$ cat src/rtl/bus_dec_pkg.sv
package bus_dec_pkg;
  typedef enum logic [1:0] {
    RGN_NONE = 2'd0,
    RGN_EXT  = 2'd1,
    RGN_XRAM = 2'd2,
    RGN_CAN  = 2'd3
  } rgn_e;
endpackage

$ cat src/rtl/bus_region_map.sv
module bus_region_map
  import bus_dec_pkg::*;
#(
  parameter int unsigned     ADDR_W    = 24,
  parameter int unsigned     XRAM_AW   = 11,
  parameter int unsigned     CAN_AW    = 8,
  parameter logic [ADDR_W-1:0] XRAM_BASE = 'h00E000,
  parameter logic [ADDR_W-1:0] CAN_BASE  = 'h00EF00
) (
  input  logic              valid,
  input  logic [ADDR_W-1:0] addr,
  input  logic              is_byte,
  input  logic              onchip_en,
  output rgn_e              rgn,
  output logic              misaligned
);
  logic hit_xram, hit_can;

  assign hit_xram   = (addr[ADDR_W-1:XRAM_AW] == XRAM_BASE[ADDR_W-1:XRAM_AW]);
  assign hit_can    = (addr[ADDR_W-1:CAN_AW]  == CAN_BASE[ADDR_W-1:CAN_AW]);
  assign misaligned = valid && !is_byte && addr[0];

  always_comb begin
    if (!valid || misaligned)        rgn = RGN_NONE;
    else if (onchip_en && hit_xram)  rgn = RGN_XRAM;
    else if (onchip_en && hit_can)   rgn = RGN_CAN;
    else                             rgn = RGN_EXT;
  end
endmodule

$ cat src/rtl/bus_lane_steer.sv
module bus_lane_steer #(
  parameter int unsigned DATA_W = 16
) (
  input  logic              is_byte,
  input  logic              odd,
  input  logic [DATA_W-1:0] wdata_in,
  input  logic [DATA_W-1:0] rdata_in,
  output logic [1:0]        be,
  output logic [DATA_W-1:0] wdata_out,
  output logic [DATA_W-1:0] rdata_out
);
  localparam int unsigned LANE_W = DATA_W / 2;

  always_comb begin
    if (is_byte) begin
      be        = odd ? 2'b10 : 2'b01;
      wdata_out = {2{wdata_in[LANE_W-1:0]}};
      rdata_out = {{LANE_W{1'b0}},
                   (odd ? rdata_in[DATA_W-1:LANE_W] : rdata_in[LANE_W-1:0])};
    end else begin
      be        = 2'b11;
      wdata_out = wdata_in;
      rdata_out = rdata_in;
    end
  end
endmodule

$ cat src/rtl/bus_wait_count.sv
module bus_wait_count #(
  parameter int unsigned CNT_W = 2
) (
  input  logic             clk,
  input  logic             rst_n,
  input  logic             active,
  input  logic [CNT_W-1:0] need,
  output logic             done
);
  logic [CNT_W-1:0] cnt_q, cnt_d;
  logic             cnt_en;

  assign done   = (cnt_q == need);
  assign cnt_en = active || (cnt_q != '0);

  always_comb begin
    if (active && !done) cnt_d = cnt_q + 1'b1;
    else                 cnt_d = '0;
  end

  always_ff @(posedge clk or negedge rst_n) begin
    if (!rst_n)      cnt_q <= '0;
    else if (cnt_en) cnt_q <= cnt_d;
  end
endmodule

$ cat src/rtl/bus_region_decoder.sv
module bus_region_decoder
  import bus_dec_pkg::*;
#(
  parameter int unsigned ADDR_W     = 24,
  parameter int unsigned DATA_W     = 16,
  parameter int unsigned XRAM_AW    = 11,
  parameter int unsigned CAN_AW     = 8,
  parameter int unsigned SEG_W      = 20,
  parameter int unsigned XRAM_WAITS = 0,
  parameter int unsigned CAN_WAITS  = 2
) (
  input  logic              clk,
  input  logic              rst_n,
  input  logic              onchip_en,
  input  logic              req_valid,
  input  logic [ADDR_W-1:0] req_addr,
  input  logic              req_write,
  input  logic              req_byte,
  input  logic [DATA_W-1:0] req_wdata,
  output logic              rsp_ready,
  output logic [DATA_W-1:0] rsp_rdata,
  output logic              rsp_align_err,
  output logic              tgt_we,
  output logic [1:0]        tgt_be,
  output logic [DATA_W-1:0] tgt_wdata,
  output logic              xram_sel,
  output logic [XRAM_AW-2:0] xram_word,
  input  logic [DATA_W-1:0] xram_rdata,
  output logic              can_sel,
  output logic [CAN_AW-2:0] can_word,
  input  logic [DATA_W-1:0] can_rdata,
  output logic              ext_sel,
  output logic [ADDR_W-1:0] ext_addr,
  input  logic [DATA_W-1:0] ext_rdata,
  input  logic              ext_ready
);
  localparam int unsigned MAX_WAITS = (CAN_WAITS > XRAM_WAITS) ? CAN_WAITS : XRAM_WAITS;
  localparam int unsigned CNT_W     = $clog2(MAX_WAITS + 2);
  localparam int unsigned HI_W      = ADDR_W - SEG_W;

  rgn_e              rgn;
  logic              misaligned;
  logic              onchip_act;
  logic [CNT_W-1:0]  need;
  logic              wait_done;
  logic [DATA_W-1:0] raw_rdata;

  bus_region_map #(
    .ADDR_W   (ADDR_W),
    .XRAM_AW  (XRAM_AW),
    .CAN_AW   (CAN_AW)
  ) i_map (
    .valid      (req_valid),
    .addr       (req_addr),
    .is_byte    (req_byte),
    .onchip_en  (onchip_en),
    .rgn        (rgn),
    .misaligned (misaligned)
  );

  assign onchip_act = (rgn == RGN_XRAM) || (rgn == RGN_CAN);
  assign need       = (rgn == RGN_CAN) ? CNT_W'(CAN_WAITS) : CNT_W'(XRAM_WAITS);

  bus_wait_count #(.CNT_W(CNT_W)) i_wait (
    .clk    (clk),
    .rst_n  (rst_n),
    .active (onchip_act),
    .need   (need),
    .done   (wait_done)
  );

  always_comb begin
    case (rgn)
      RGN_XRAM: raw_rdata = xram_rdata;
      RGN_CAN:  raw_rdata = can_rdata;
      default:  raw_rdata = ext_rdata;
    endcase
  end

  bus_lane_steer #(.DATA_W(DATA_W)) i_lane (
    .is_byte   (req_byte),
    .odd       (req_addr[0]),
    .wdata_in  (req_wdata),
    .rdata_in  (raw_rdata),
    .be        (tgt_be),
    .wdata_out (tgt_wdata),
    .rdata_out (rsp_rdata)
  );

  assign xram_sel      = (rgn == RGN_XRAM);
  assign can_sel       = (rgn == RGN_CAN);
  assign ext_sel       = (rgn == RGN_EXT);
  assign xram_word     = req_addr[XRAM_AW-1:1];
  assign can_word      = req_addr[CAN_AW-1:1];
  assign tgt_we        = req_write && (rgn != RGN_NONE);
  assign rsp_align_err = misaligned;

  generate
    if (HI_W > 0) begin : g_seg
      assign ext_addr = onchip_en ? {{HI_W{1'b0}}, req_addr[SEG_W-1:0]} : req_addr;
    end else begin : g_noseg
      assign ext_addr = req_addr;
    end
  endgenerate

  always_comb begin
    case (rgn)
      RGN_XRAM, RGN_CAN: rsp_ready = wait_done;
      RGN_EXT:           rsp_ready = ext_ready;
      default:           rsp_ready = misaligned;
    endcase
  end
endmodule

$ cat config.mk
export PLATFORM = sky130hd
export DESIGN_NAME = bus_region_decoder
export DESIGN_NICKNAME = d
export VERILOG_FILES = /design/src/rtl/bus_dec_pkg.sv /design/src/rtl/bus_region_map.sv /design/src/rtl/bus_lane_steer.sv /design/src/rtl/bus_wait_count.sv /design/src/rtl/bus_region_decoder.sv
export SDC_FILE = /design/constraint.sdc
export NUM_CORES = 1
export LEC_CHECK = 0
export ABC_CLOCK_PERIOD_IN_PS = 2100
export BUFFER_PORTS_ARGS = -buffer_cell sky130_fd_sc_hd__buf_4
export CORE_MARGIN = 1.5
export CORE_UTILIZATION = 33
export DETAILED_ROUTE_END_ITERATION = 6
export PLACE_DENSITY_LB_ADDON = 0.1
export SLEW_MARGIN = 20
export SYNTH_ARGS = -nofsm -noshare
export SYNTH_HDL_FRONTEND = slang
export SYNTH_SLANG_ARGS = --single-unit
$ cat constraint.sdc
create_clock -name clk -period 2.1 [get_ports clk]
set_input_delay 0.315 -clock clk [delete_from_list [all_inputs] [get_ports clk]]
set_output_delay 0.315 -clock clk [all_outputs]
set_load 0.02 [all_outputs]
* Yosys cells after proc, flatten, opt, wreduce, memory -nomap -nowiden
Index checks and enable logic that the tools add are counted.
** Cells by class
- Add/subtract/negate cells :: 1
- Eq/ne operators :: 6
- Mux-type cells :: 13
- Reduce and logical (&&, ||, !) cells :: 15
** Operators with widths (number)
- $mux W16 :: 2
- $pmux W16 S2 :: 1
- $mux W24 :: 1
- $eq A16 B8 Y1 const B :: 1
- $mux W2 :: 7
- $eq A13 B5 Y1 const B :: 1
- $mux W8 :: 1
- $logic_and A1 B1 Y1 :: 6
- $eq A2 B2 Y1 const B :: 2
- $reduce_bool A2 Y1 :: 2
- $logic_not A1 Y1 :: 3
- $logic_or A1 B1 Y1 :: 3
- $add A2 B1 Y2 const B :: 1
- $eq A2 B1 Y1 const B :: 1
- $eq A2 B2 Y1 :: 1
- $pmux W1 S2 :: 1
- $reduce_or A2 Y1 :: 1
** Word-level totals
- Register bits after elaboration :: 2
- Input bits :: 95
- Output and inout bits :: 81
- Logic and storage cells :: 36

* Depth between registers and ports, before layout
Gate-level depths: netlist of run 1.
- Depth in word-level cells :: 11
- Depth in mapped cells :: 9
- Gate-level depth less buffers :: 6

* Modules after synthesis
A second synthesis of run 1 with hierarchy kept.
** Second synthesis, totals
- Cell total of the unflattened synthesis :: 165
- Area total of the unflattened synthesis :: 1291.2 sq um
** By module, submodules not included
- bus_region_decoder :: instances 1, cells each 104, area an instance 699.4 sq um, seq. area each 0.0 sq um
- bus_lane_steer :: instances 1, cells each 36, area an instance 372.9 sq um, seq. area each 0.0 sq um
- bus_wait_count :: instances 1, cells each 13, area an instance 130.1 sq um, seq. area each 50.0 sq um
- bus_region_map :: instances 1, cells each 12, area an instance 88.8 sq um, seq. area each 0.0 sq um

* Worst setup path before layout of run 1
OpenSTA, ideal clock, no wires.
- Path type :: input -> output
- From :: in req_byte
- To :: out rsp_rdata[7]
- Arrival :: 1784 ps
- Data required time :: 1785 ps
- Setup slack :: 1 ps
- Stages on the path :: 7
- Path buffers :: 3
- Cell sequence :: buf_4 -> and2_1 -> buf_2 -> clkinv_1 -> buf_2 -> nor2_1 -> a221oi_1
** Between the ends
- Longest elaborated chain between the ends :: 9
- Elaborated cells between the ends (all ways) :: 10
- Those cells by class :: eq/ne (2); mux (4); reduce/logical (4)
** Ends and longest elaborated chain
- from (decl) :: RTL line bus_region_decoder.sv:18 : input logic req_byte,
- $logic_not A1 Y1 :: RTL line bus_region_map.sv:21 : assign misaligned = valid && !is_byte && addr[0];
- $logic_and A1 B1 Y1 (2 in series) :: RTL line bus_region_map.sv:21
- $logic_or A1 B1 Y1 :: RTL line bus_region_map.sv:24 : if (!valid || misaligned) rgn = RGN_NONE;
- $mux W2 :: RTL line bus_region_map.sv:24
- $eq A2 B2 Y1 :: RTL line bus_region_decoder.sv:73 : case (rgn)
- $pmux W16 S2 :: RTL line bus_region_decoder.sv:73
- $mux W8 :: RTL line bus_lane_steer.sv:19 : (odd ? rdata_in[DATA_W-1:LANE_W] : rdata_in[LANE_W-1:0])};
- $mux W16 (*) :: RTL line bus_lane_steer.sv:15 : if (is_byte) begin
- to (decl) :: RTL line bus_region_decoder.sv:21 : output logic [DATA_W-1:0] rsp_rdata,
Every way passes the cells marked *; elsewhere a longest branch is shown, timed or not.

* Worst setup path after layout of run 1
- From :: in req_addr[20]
- To :: out rsp_rdata[1]
** Between the ends
- Longest elaborated chain between the ends :: 9
- Elaborated cells between the ends (all ways) :: 12
- Those cells by class :: eq/ne (4); mux (6); reduce/logical (2)
** Ends and longest elaborated chain
- from (decl) :: RTL line bus_region_decoder.sv:16 : input logic [ADDR_W-1:0] req_addr,
- $eq A16 B8 Y1 :: RTL line bus_region_map.sv:20 : assign hit_can = (addr[ADDR_W-1:CAN_AW] == CAN_BASE[ADDR_W-1:CAN_AW]);
- $logic_and A1 B1 Y1 :: RTL line bus_region_map.sv:26 : else if (onchip_en && hit_can) rgn = RGN_CAN;
- $mux W2 :: RTL line bus_region_map.sv:26
- $mux W2 (*) :: RTL line bus_region_map.sv:25 : else if (onchip_en && hit_xram) rgn = RGN_XRAM;
- $mux W2 (*) :: RTL line bus_region_map.sv:24
- $eq A2 B2 Y1 :: RTL line bus_region_decoder.sv:73
- $pmux W16 S2 (*) :: RTL line bus_region_decoder.sv:73
- $mux W8 :: RTL line bus_lane_steer.sv:19
- $mux W16 (*) :: RTL line bus_lane_steer.sv:15
Marks and branches as above.

==> results of run 1 <==
## path summary, 6_finish.rpt
path                                        startpoint                          end  slack (ns)  cells after the start
max in group asynchronous                        rst_n  i_wait.cnt_q[1]$_DFFE_PN0P_        1.58                      2
max                                       req_addr[20]                 rsp_rdata[1]        0.04                      8
max reg2reg                i_wait.cnt_q[0]$_DFFE_PN0P_  i_wait.cnt_q[1]$_DFFE_PN0P_        1.01                      4
min in group clk           i_wait.cnt_q[0]$_DFFE_PN0P_  i_wait.cnt_q[0]$_DFFE_PN0P_        0.52                      1
min reg2reg                i_wait.cnt_q[0]$_DFFE_PN0P_  i_wait.cnt_q[0]$_DFFE_PN0P_        0.52                      1
min                                              rst_n  i_wait.cnt_q[0]$_DFFE_PN0P_        0.43                      2
## cells in the mapped netlist (3+ instances only)
cell      number  area [um2]
nand3_1       17        85.1
nor2_1        14        52.6
buf_4         47         353
nand2_1       28         105
and3_1         4        25.0
o21ai_0       18        90.1
inv_1         15        56.3
mux2i_1        3        30.0
a21oi_1       18        90.1
a31oi_1        5        31.3
nor2b_1        9        56.3
clkbuf_1       5        18.8
mux2_2         8        90.1
buf_2          5        25.0
nor3_1         6        30.0
## kinds of logic (layout without fill, tap and decap cells)
| kind of cell | count (synthesis) | after routing | synth area share |
|---|---|---|---|
| simple gates | 91 | 92 | 0.352 |
| buf+inv | 74 | 178 | 0.326 |
| compound gates | 48 | 48 | 0.187 |
| mux | 11 | 11 | 0.0850 |
| flops | 2 | 2 | 0.0354 |
| fa+ha+maj | 1 | 1 | 0.00886 |
| xor+xnor | 1 | 1 | 0.00620 |
## critical path, stage by stage
cell     delay (ns)
buf_6          0.10
nor4_4         0.36
nand4_4        0.23
nor2_4         0.22
buf_6          0.15
a21oi_2        0.05
o22ai_1        0.15
buf_4          0.16
## repair_timing
item / in CTS / in global routing
setup buffers: 1 / 1
endpoints found under the hold margin: 2 / 0
setup endpoints to repair: 4 / 16
hold buffers: 1 / 0
gates cloned: 2 / 0
pin swaps: 5 / 10
gates resized for setup: 10 / 21
## per-stage QoR
step | cell area, um2 | TNS, ns
global route | 2430 | -0.586
floorplan | 1410 | 0
CTS | 2350 | 0
finish | 2430 | 0
detailed placement | 2250 | -0.0217
global placement | 2250 | -0.0106
## power by group through the flow
stage / clock network [mW] / registers [mW] / logic [mW]
final: 0.160 / 0.0389 / 0.484
after global placement: 0 / 0.0393 / 0.467
after global routing: 0.170 / 0.0388 / 0.521
after detailed placement: 0 / 0.0393 / 0.470
after floorplan: 0 / 0.0393 / 0.300
after CTS: 0.163 / 0.0388 / 0.479
## routing by layer
layer | up-vias | global-route usage | routed length (um)
met5 | - | 0 | 0
li1 | 940 | - | -
met1 | 822 | 0.226 | 1890
met3 | 9 | 0.0230 | 384
met2 | 84 | 0.374 | 2700
met4 | 0 | 0.0600 | 72
## cell type report
| cell class | instances | area (um2) |
|---|---|---|
| timing repair buffer | 159 | 1230 |
| tap | 50 | 62.6 |
| inverter | 16 | 60.1 |
| multi-input combinational | 153 | 986 |
| clock buffer | 3 | 41.3 |
| fill | 423 | 1620 |
| sequential | 2 | 50.0 |
==> results.sh, run 1 <==
export IMPL_run_status="finished clean"
export IMPL_via_count=1855
export IMPL_critical_path_class="primary input to output pin"
export IMPL_die_y_um=68.4
export IMPL_fmax_ghz=0.485
export IMPL_power_density_nw_per_um2=281
export IMPL_ys_seq_elements=2
export IMPL_startpoint_type="primary input"
export IMPL_final_common_cell="buf_4"
export IMPL_routed_wirelength_mm=5.05
export IMPL_synth_warning_count=0
export IMPL_nets=431
export IMPL_cts_sinks=2
export IMPL_fp_row_count=23
export IMPL_setup_violations=0
export IMPL_hold_ws_ns=0.426
export IMPL_critPathRequiredTime_ns=1.78
export IMPL_synthArstFlopShare=1.00
export IMPL_largest_register_ffs=2
export IMPL_largest_register="i_wait.cnt_q"
export IMPL_timing_final_ws_setup_ns=0.0371
export IMPL_crit_arrival_ns=1.75
export IMPL_min_period_over_period=0.982
export IMPL_place_port_buffers=147
export IMPL_fp_dieW_um=68.4
export IMPL_path_clk_slew_ns=0.03
export IMPL_ant_nets=0
export IMPL_synth_edff_count=0
export IMPL_final_cell_mix="buf_4 (150), nand2_1 (25), nand3_1 (17), inv_1 (15), nor2_1 (14)"
export IMPL_ios=176
export IMPL_grt_usage=0.197
export IMPL_place_hpwl_mm=3.95
export IMPL_placed_cells=375
export IMPL_largest_registers="i_wait.cnt_q x2"
export IMPL_final_cells=383
export IMPL_max_cap_violations=0
export IMPL_dp_worst_setup_slack_ns=-0.0140
export IMPL_cts_made_buffers=3
export IMPL_power_frac_comb=0.709
export IMPL_syn_area_per_cell_um2=6.20
export IMPL_cellLeakagePower_nw=1.27
export IMPL_grt_pass1_vias=1639
export IMPL_drt_pass1_iter_count=4
export IMPL_synth_seq_area_share=0.0354
export IMPL_clk_latency_ns=0.22
export IMPL_drive_gt1_frac=0.577
export IMPL_slew_headroom=0.663
export IMPL_rsz0062_at_grt="true"
export IMPL_drc_errors=0
export IMPL_via_per_inst=4.84
export IMPL_power_mw=0.683
export IMPL_worstMarginPinSlew_ns=0.503
export IMPL_period_minus_slack_ns=2.06
export IMPL_netSwitchingPower_mw=0.272
export IMPL_hold_viol_final=0
export IMPL_grt_pass1_wl_mm=7.05
export IMPL_antenna_found_initial=0
export IMPL_dieArea_um2=4680
export IMPL_wl_per_cell_um=13.2
export IMPL_synth_cells=228
export IMPL_netlist_area_um2=1410
export IMPL_start_util=0.348
export IMPL_min_path_type="primary input to async pin"
export IMPL_coreArea_um2=4060
export IMPL_critPathCaptureType="output pin"
export IMPL_antenna_cells=0
export IMPL_slew_violations=0
export IMPL_power_frac_seq=0.057
export IMPL_cts_tree="yes"
export IMPL_cts_buffer_depth=2
export IMPL_finClkSkew_ns=0.00373
export IMPL_first_iter_violations=34
export IMPL_clockPowerShare=0.234
export IMPL_irDropWorstVdd_mv=0.130
export IMPL_gp_congestion=0.727
export IMPL_grt_max_degree=22
export IMPL_synthDistinctLibCells=37
export IMPL_p_sw_frac=0.398
export IMPL_path_max_fanout=6
export IMPL_p_int_mw=0.411
export IMPL_synth_flop_cell="dfrtp_1"
export IMPL_final_core_util=0.600
export IMPL_overflow=0
export IMPL_htreeDepth=1
export IMPL_area_growth_syn_to_layout_pct=72.4
export IMPL_cts_root_buf="clkbuf_8"
export IMPL_synth_fp_nets=324
Power figures use the tool's default switching activity.
==> run 2: changes to the inputs <==
- RECOVER_POWER: unset -> 50
==> results.sh, run 2 (synthesis gave the netlist of run 1 again) <==
export IMPL_setup_violations=0
export IMPL_wl_per_cell_um=13.2
export IMPL_crit_path_max_incr_delay_ns=0.36
export IMPL_ff2ff_path_depth=4
export IMPL_netSwitchingPower_mw=0.271
export IMPL_dpl_cell_area_um2=2250
export IMPL_dieArea_um2=4680
export IMPL_coreArea_um2=4060
export IMPL_largest_registers="i_wait.cnt_q x2"
export IMPL_clockPowerShare=0.238
export IMPL_place_port_buffers=147
export IMPL_power_frac_seq=0.058
export IMPL_cts_made_buffers=3
export IMPL_antenna_cells=0
export IMPL_final_common_cell="buf_4"
export IMPL_slew_headroom=0.659
export IMPL_worst_path_buf_inv=3
export IMPL_grt_usage=0.197
export IMPL_gp_congestion=0.727
export IMPL_overflow=0
export IMPL_cts_tree="yes"
export IMPL_slew_violations=0
export IMPL_crit_arrival_ns=1.75
export IMPL_htreeDepth=1
export IMPL_fp_row_count=23
export IMPL_timing_final_ws_setup_ns=0.0313
export IMPL_ios=176
export IMPL_place_hpwl_mm=3.95
export IMPL_via_per_inst=4.86
export IMPL_dp_worst_setup_slack_ns=-0.0140
export IMPL_fmax_ghz=0.483
export IMPL_power_density_nw_per_um2=282
export IMPL_start_util=0.348
export IMPL_path_common_cell="buf_6"
export IMPL_p_sw_frac=0.404
export IMPL_cts_root_buf="clkbuf_8"
export IMPL_area_growth_syn_to_layout_pct=68.9
export IMPL_drt_pass1_iter_count=4
export IMPL_critPathCaptureType="output pin"
export IMPL_grt_pass1_vias=1639
export IMPL_critPathRequiredTime_ns=1.78
export IMPL_antenna_found_initial=0
export IMPL_min_period_over_period=0.985
export IMPL_routed_wirelength_mm=5.04
export IMPL_critical_path_class="primary input to output pin"
export IMPL_crit_chain="buf_6 -> nor4_4 -> nand4_4 -> nor2_4 -> buf_6 -> a21oi_2 -> o22ai_1 -> buf_4"
export IMPL_largest_register="i_wait.cnt_q"
export IMPL_fp_dieW_um=68.4
export IMPL_p_int_mw=0.401
export IMPL_worstMarginPinSlew_ns=0.508
export IMPL_ant_nets=0
export IMPL_cts_buffer_depth=2
export IMPL_final_cell_mix="buf_4 (137), nand2_1 (25), nand3_1 (17), inv_1 (15), nor2_1 (14)"
export IMPL_path_delay_family="simple AND/OR/NAND/NOR gates"
export IMPL_path_clk_slew_ns=0.03
export IMPL_tns_ns=0
export IMPL_power_mw=0.672
export IMPL_cts_sinks=2
export IMPL_fin_area_um2=2390
export IMPL_final_core_util=0.588
export IMPL_finClkSkew_ns=0.00426
export IMPL_fill_cells=434
export IMPL_drive_gt1_frac=0.538
export IMPL_cpMaxStageDelayCell="nor4_4"
export IMPL_run_status="finished clean"
export IMPL_max_cap_violations=0
export IMPL_grt_pass1_wl_mm=7.05
export IMPL_rsz0062_at_grt="true"
export IMPL_placed_cells=375
export IMPL_largest_register_ffs=2
export IMPL_hold_ws_ns=0.421
export IMPL_path_max_fanout=6
export IMPL_nets=431
export IMPL_final_cells=383
export IMPL_irDropWorstVdd_mv=0.127
export IMPL_power_frac_comb=0.704
export IMPL_drc_errors=0
export IMPL_via_count=1860
export IMPL_clk_latency_ns=0.22
export IMPL_startpoint_type="primary input"
export IMPL_hold_viol_final=0
export IMPL_grt_max_degree=22
export IMPL_cellLeakagePower_nw=1.23
export IMPL_first_iter_violations=33
export IMPL_period_minus_slack_ns=2.07
export IMPL_die_y_um=68.4
export IMPL_min_path_type="primary input to async pin"
export IMPL_worstSetupPathDepth=8
[run 2: path summary, 6_finish.rpt]
kind	end	slack, ns	from
worst max-delay path	rsp_rdata[1]	0.03	req_addr[20]
worst min-delay path	i_wait.cnt_q[0]$_DFFE_PN0P_	0.42	rst_n
worst max register to register	i_wait.cnt_q[1]$_DFFE_PN0P_	1.01	i_wait.cnt_q[0]$_DFFE_PN0P_
worst min register to register	i_wait.cnt_q[0]$_DFFE_PN0P_	0.52	i_wait.cnt_q[0]$_DFFE_PN0P_
max in group asynchronous	i_wait.cnt_q[1]$_DFFE_PN0P_	1.55	rst_n
min in group clk	i_wait.cnt_q[0]$_DFFE_PN0P_	0.52	i_wait.cnt_q[0]$_DFFE_PN0P_
[run 2: final cells by class]
| cell class | count | area [um2] | area share |
|---|---|---|---|
| repair buffers | 159 | 1190 | 0.497 |
| clock buffers | 3 | 41.3 | 0.0173 |
| well taps | 50 | 62.6 | 0.0262 |
| inverters | 16 | 60.1 | 0.0252 |
| multi-input cells | 153 | 986 | 0.413 |
| flip-flops and latches | 2 | 50.0 | 0.0210 |
[run 2: power groups by stage]
stage | logic (mW) | clock network [mW] | registers [mW]
floorplan | 0.300 | 0 | 0.0393
global placement | 0.467 | 0 | 0.0393
detailed placement | 0.470 | 0 | 0.0393
CTS | 0.479 | 0.163 | 0.0388
global route | 0.509 | 0.170 | 0.0388
finish | 0.473 | 0.160 | 0.0388
[run 2: metal layers]
layer	GRT usage	vias to the layer above	wire length, um	part of all wire
met5	0	-	0	0
met4	0.0600	0	66	0.013
met3	0.0230	8	386	0.077
met2	0.374	84	2700	0.54
met1	0.226	829	1880	0.37
li1	-	939	-	-
[run 2: worst register-to-register path, cell delays in order (launching register included)]
cell and delay, ns:
dfrtp_1 0.38, inv_1 0.08, ha_1 0.31, o2111ai_1 0.08
nand3_1 0.10
[run 2: repair_timing]
action | CTS | global route
gates cloned | 2 | 0
pin swaps | 5 | 10
endpoints found under the setup margin | 4 | 16
hold endpoints to repair | 2 | 0
hold buffers | 1 | 0
setup buffers | 1 | 1
gates resized for setup | 10 | 21
==> run 3: changes to the inputs <==
- ABC_AREA: unset -> 1
- SLEW_MARGIN: 20 -> unset
==> results.sh, run 3 <==
export IMPL_path_clk_slew_ns=0.03
export IMPL_drive_gt1_frac=0.407
export IMPL_cts_made_buffers=3
export IMPL_via_count=2008
export IMPL_cts_buffer_depth=2
export IMPL_nets=479
export IMPL_largest_registers="i_wait.cnt_q x2"
export IMPL_final_cell_mix="buf_4 (137), nand2_1 (75), nor2_1 (43), nand3_1 (32), inv_1 (29)"
export IMPL_slew_violations=0
export IMPL_irDropWorstVdd_mv=0.211
export IMPL_multi_input_area_um2=857
export IMPL_synth_edff_count=0
export IMPL_synth_fp_nets=368
export IMPL_slew_headroom=0.795
export IMPL_yosysMostFrequentCell="nand2_1"
export IMPL_cts_root_buf="clkbuf_8"
export IMPL_drc_errors=0
export IMPL_placed_cells=424
export IMPL_synth_area_leaders="buf_4 (24%), nand2_1 (20%), nor2_1 (11%), nand3_1 (11%), inv_1 (7.7%)"
export IMPL_ant_nets=0
export IMPL_routed_wirelength_mm=5.14
export IMPL_grt_pass1_vias=1758
export IMPL_min_period_over_period=0.942
export IMPL_max_cap_violations=0
export IMPL_p_sw_frac=0.414
export IMPL_worstMarginPinSlew_ns=0.307
export IMPL_timing_final_ws_setup_ns=0.123
export IMPL_critical_path_class="primary input to output pin"
export IMPL_p_int_mw=0.371
export IMPL_place_port_buffers=147
export IMPL_netlist_area_um2=1410
export IMPL_synth_common_cells="nand2_1 (76), buf_4 (46), nor2_1 (43)"
export IMPL_drt_pass1_iter_count=4
export IMPL_critPathRequiredTime_ns=1.78
export IMPL_fmax_ghz=0.506
export IMPL_overflow=0
export IMPL_area_growth_syn_to_layout_pct=59.4
export IMPL_cts_sinks=2
export IMPL_netSwitchingPower_mw=0.263
export IMPL_clk_latency_ns=0.22
export IMPL_syn_area_per_cell_um2=5.19
export IMPL_power_frac_comb=0.684
export IMPL_cp_startpoint="req_addr[12]"
export IMPL_synthArstFlopShare=1.00
export IMPL_place_hpwl_mm=4.20
export IMPL_fill_cells=451
export IMPL_path_max_fanout=14
export IMPL_largest_register_ffs=2
export IMPL_gp_congestion=0.775
export IMPL_seqCellArea_um2=50.0
export IMPL_start_util=0.348
export IMPL_coreArea_um2=4060
export IMPL_setup_violations=0
export IMPL_power_density_nw_per_um2=282
export IMPL_crit_arrival_ns=1.66
export IMPL_synth_largest_area_cell="buf_4"
export IMPL_synth_seq_area_share=0.0354
export IMPL_antenna_cells=0
export IMPL_first_iter_violations=53
export IMPL_cellLeakagePower_nw=1.35
export IMPL_grt_pass1_wl_mm=7.23
export IMPL_largest_register="i_wait.cnt_q"
export IMPL_r2r_start="i_wait.cnt_q[0]$_DFFE_PN0P_"
export IMPL_final_common_cell="buf_4"
export IMPL_tns_ns=0
export IMPL_clockPowerShare=0.255
export IMPL_run_status="finished clean"
export IMPL_fp_row_count=23
export IMPL_hold_viol_final=0
export IMPL_antenna_found_initial=0
export IMPL_power_mw=0.634
export IMPL_critPathCaptureType="output pin"
export IMPL_dieArea_um2=4680
export IMPL_power_frac_seq=0.061
export IMPL_grt_usage=0.200
export IMPL_wl_per_cell_um=11.9
export IMPL_ios=176
export IMPL_htreeDepth=1
export IMPL_synth_warning_count=0
export IMPL_finClkSkew_ns=0.000735
export IMPL_synth_cells=272
export IMPL_min_path_type="primary input to async pin"
export IMPL_final_cells=431
export IMPL_netlist_area_leader_share=0.244
export IMPL_startpoint_type="primary input"
export IMPL_cts_tree="yes"
export IMPL_ys_seq_elements=2
export IMPL_grt_max_degree=20
export IMPL_dp_worst_setup_slack_ns=0.0940
export IMPL_via_per_inst=4.66
export IMPL_ff2ff_path_depth=4
export IMPL_synth_flop_cell="dfrtp_1"
export IMPL_die_y_um=68.4
export IMPL_fp_dieW_um=68.4
export IMPL_synthDistinctLibCells=22
export IMPL_period_minus_slack_ns=1.98
## run 3: changes by cell type in the layout (fill, tap and decap cells not counted), sizes merged, moves of 9 or more
| cell | before | now |
|---|---|---|
| nand4 | 2 | 15 |
| a21oi | 18 | 4 |
| nor2 | 15 | 46 |
| nand3 | 17 | 34 |
| inv | 15 | 34 |
| o21ai | 19 | 0 |
| nand2 | 29 | 78 |
| nor2b | 9 | 0 |
## run 3: cell type report
class,instances,share of cell area
inverter,34,0.0567
sequential,2,0.0222
tap,50,0.0278
timing repair buffer,158,0.494
multi-input combinational,184,0.381
clock buffer,3,0.0183
## run 3: logic make-up (layout without fill, tap and decap cells)
family | count (synthesis) | after routing | synth area share
flip-flops | 2 | 2 | 0.0354
AO/OA/AOI/OAI | 8 | 8 | 0.0399
AND/OR/NAND/NOR | 175 | 175 | 0.553
buffers and inverters | 86 | 195 | 0.363
adder cells (fa/ha/maj) | 1 | 1 | 0.00886
## run 3: path summary, 6_finish.rpt
| check | slack [ns] | endpoint |
|---|---|---|
| setup reg to reg | 1.14 | i_wait.cnt_q[1]$_DFFE_PN0P_ |
| hold reg to reg | 0.50 | i_wait.cnt_q[0]$_DFFE_PN0P_ |
| setup / recovery | 0.12 | rsp_rdata[4] |
| min in group clk | 0.50 | i_wait.cnt_q[0]$_DFFE_PN0P_ |
| max in group asynchronous | 1.56 | i_wait.cnt_q[0]$_DFFE_PN0P_ |
| hold / removal | 0.41 | i_wait.cnt_q[1]$_DFFE_PN0P_ |
## run 3: power by group through the flow
stage / clock [mW] / sequential, mW / combinational [mW]
finish: 0.162 / 0.0388 / 0.434
floorplan: 0 / 0.0393 / 0.281
CTS: 0.164 / 0.0388 / 0.453
global route: 0.170 / 0.0388 / 0.470
detailed placement: 0 / 0.0392 / 0.451
global placement: 0 / 0.0392 / 0.448
## run 3: per-stage QoR
| stage | hold WS [ns] | utilization | area, um2 |
|---|---|---|---|
| after global placement | 0.100 | 0.554 | 2250 |
| after detailed placement | 0.0996 | 0.554 | 2250 |
| final | 0.415 | 0.555 | 2250 |
| after CTS | 0.408 | 0.566 | 2300 |
| after global routing | 0.420 | 0.555 | 2250 |
| after floorplan | 0.0194 | - | 1410 |
## run 3: repair_timing
action,CTS,global route
endpoints found under the setup margin,0,11
buffers inserted,0,3
endpoints found under the hold margin,2,0
gates resized for setup,0,4
hold buffers,1,0
## run 3: routing by layer
metal	global-route usage	wire length, um	vias to the layer above	share of wire
li1	-	-	1035	-
met4	0.0700	76	0	0.015
met5	0	0	-	0
met1	0.227	1960	858	0.38
met2	0.363	2510	103	0.49
met3	0.0444	589	12	0.11
## run 3: worst max-delay path, stage by stage
cell	delay (ns)
buf_4	0.11
inv_1	0.04
nand2_1	0.08
nor2_1	0.12
nand2_2	0.11
nor2_8	0.17
nand2_4	0.14
inv_2	0.15
nor2_1	0.06
nor2_1	0.10
nand2_1	0.06
nand2_1	0.06
buf_4	0.13
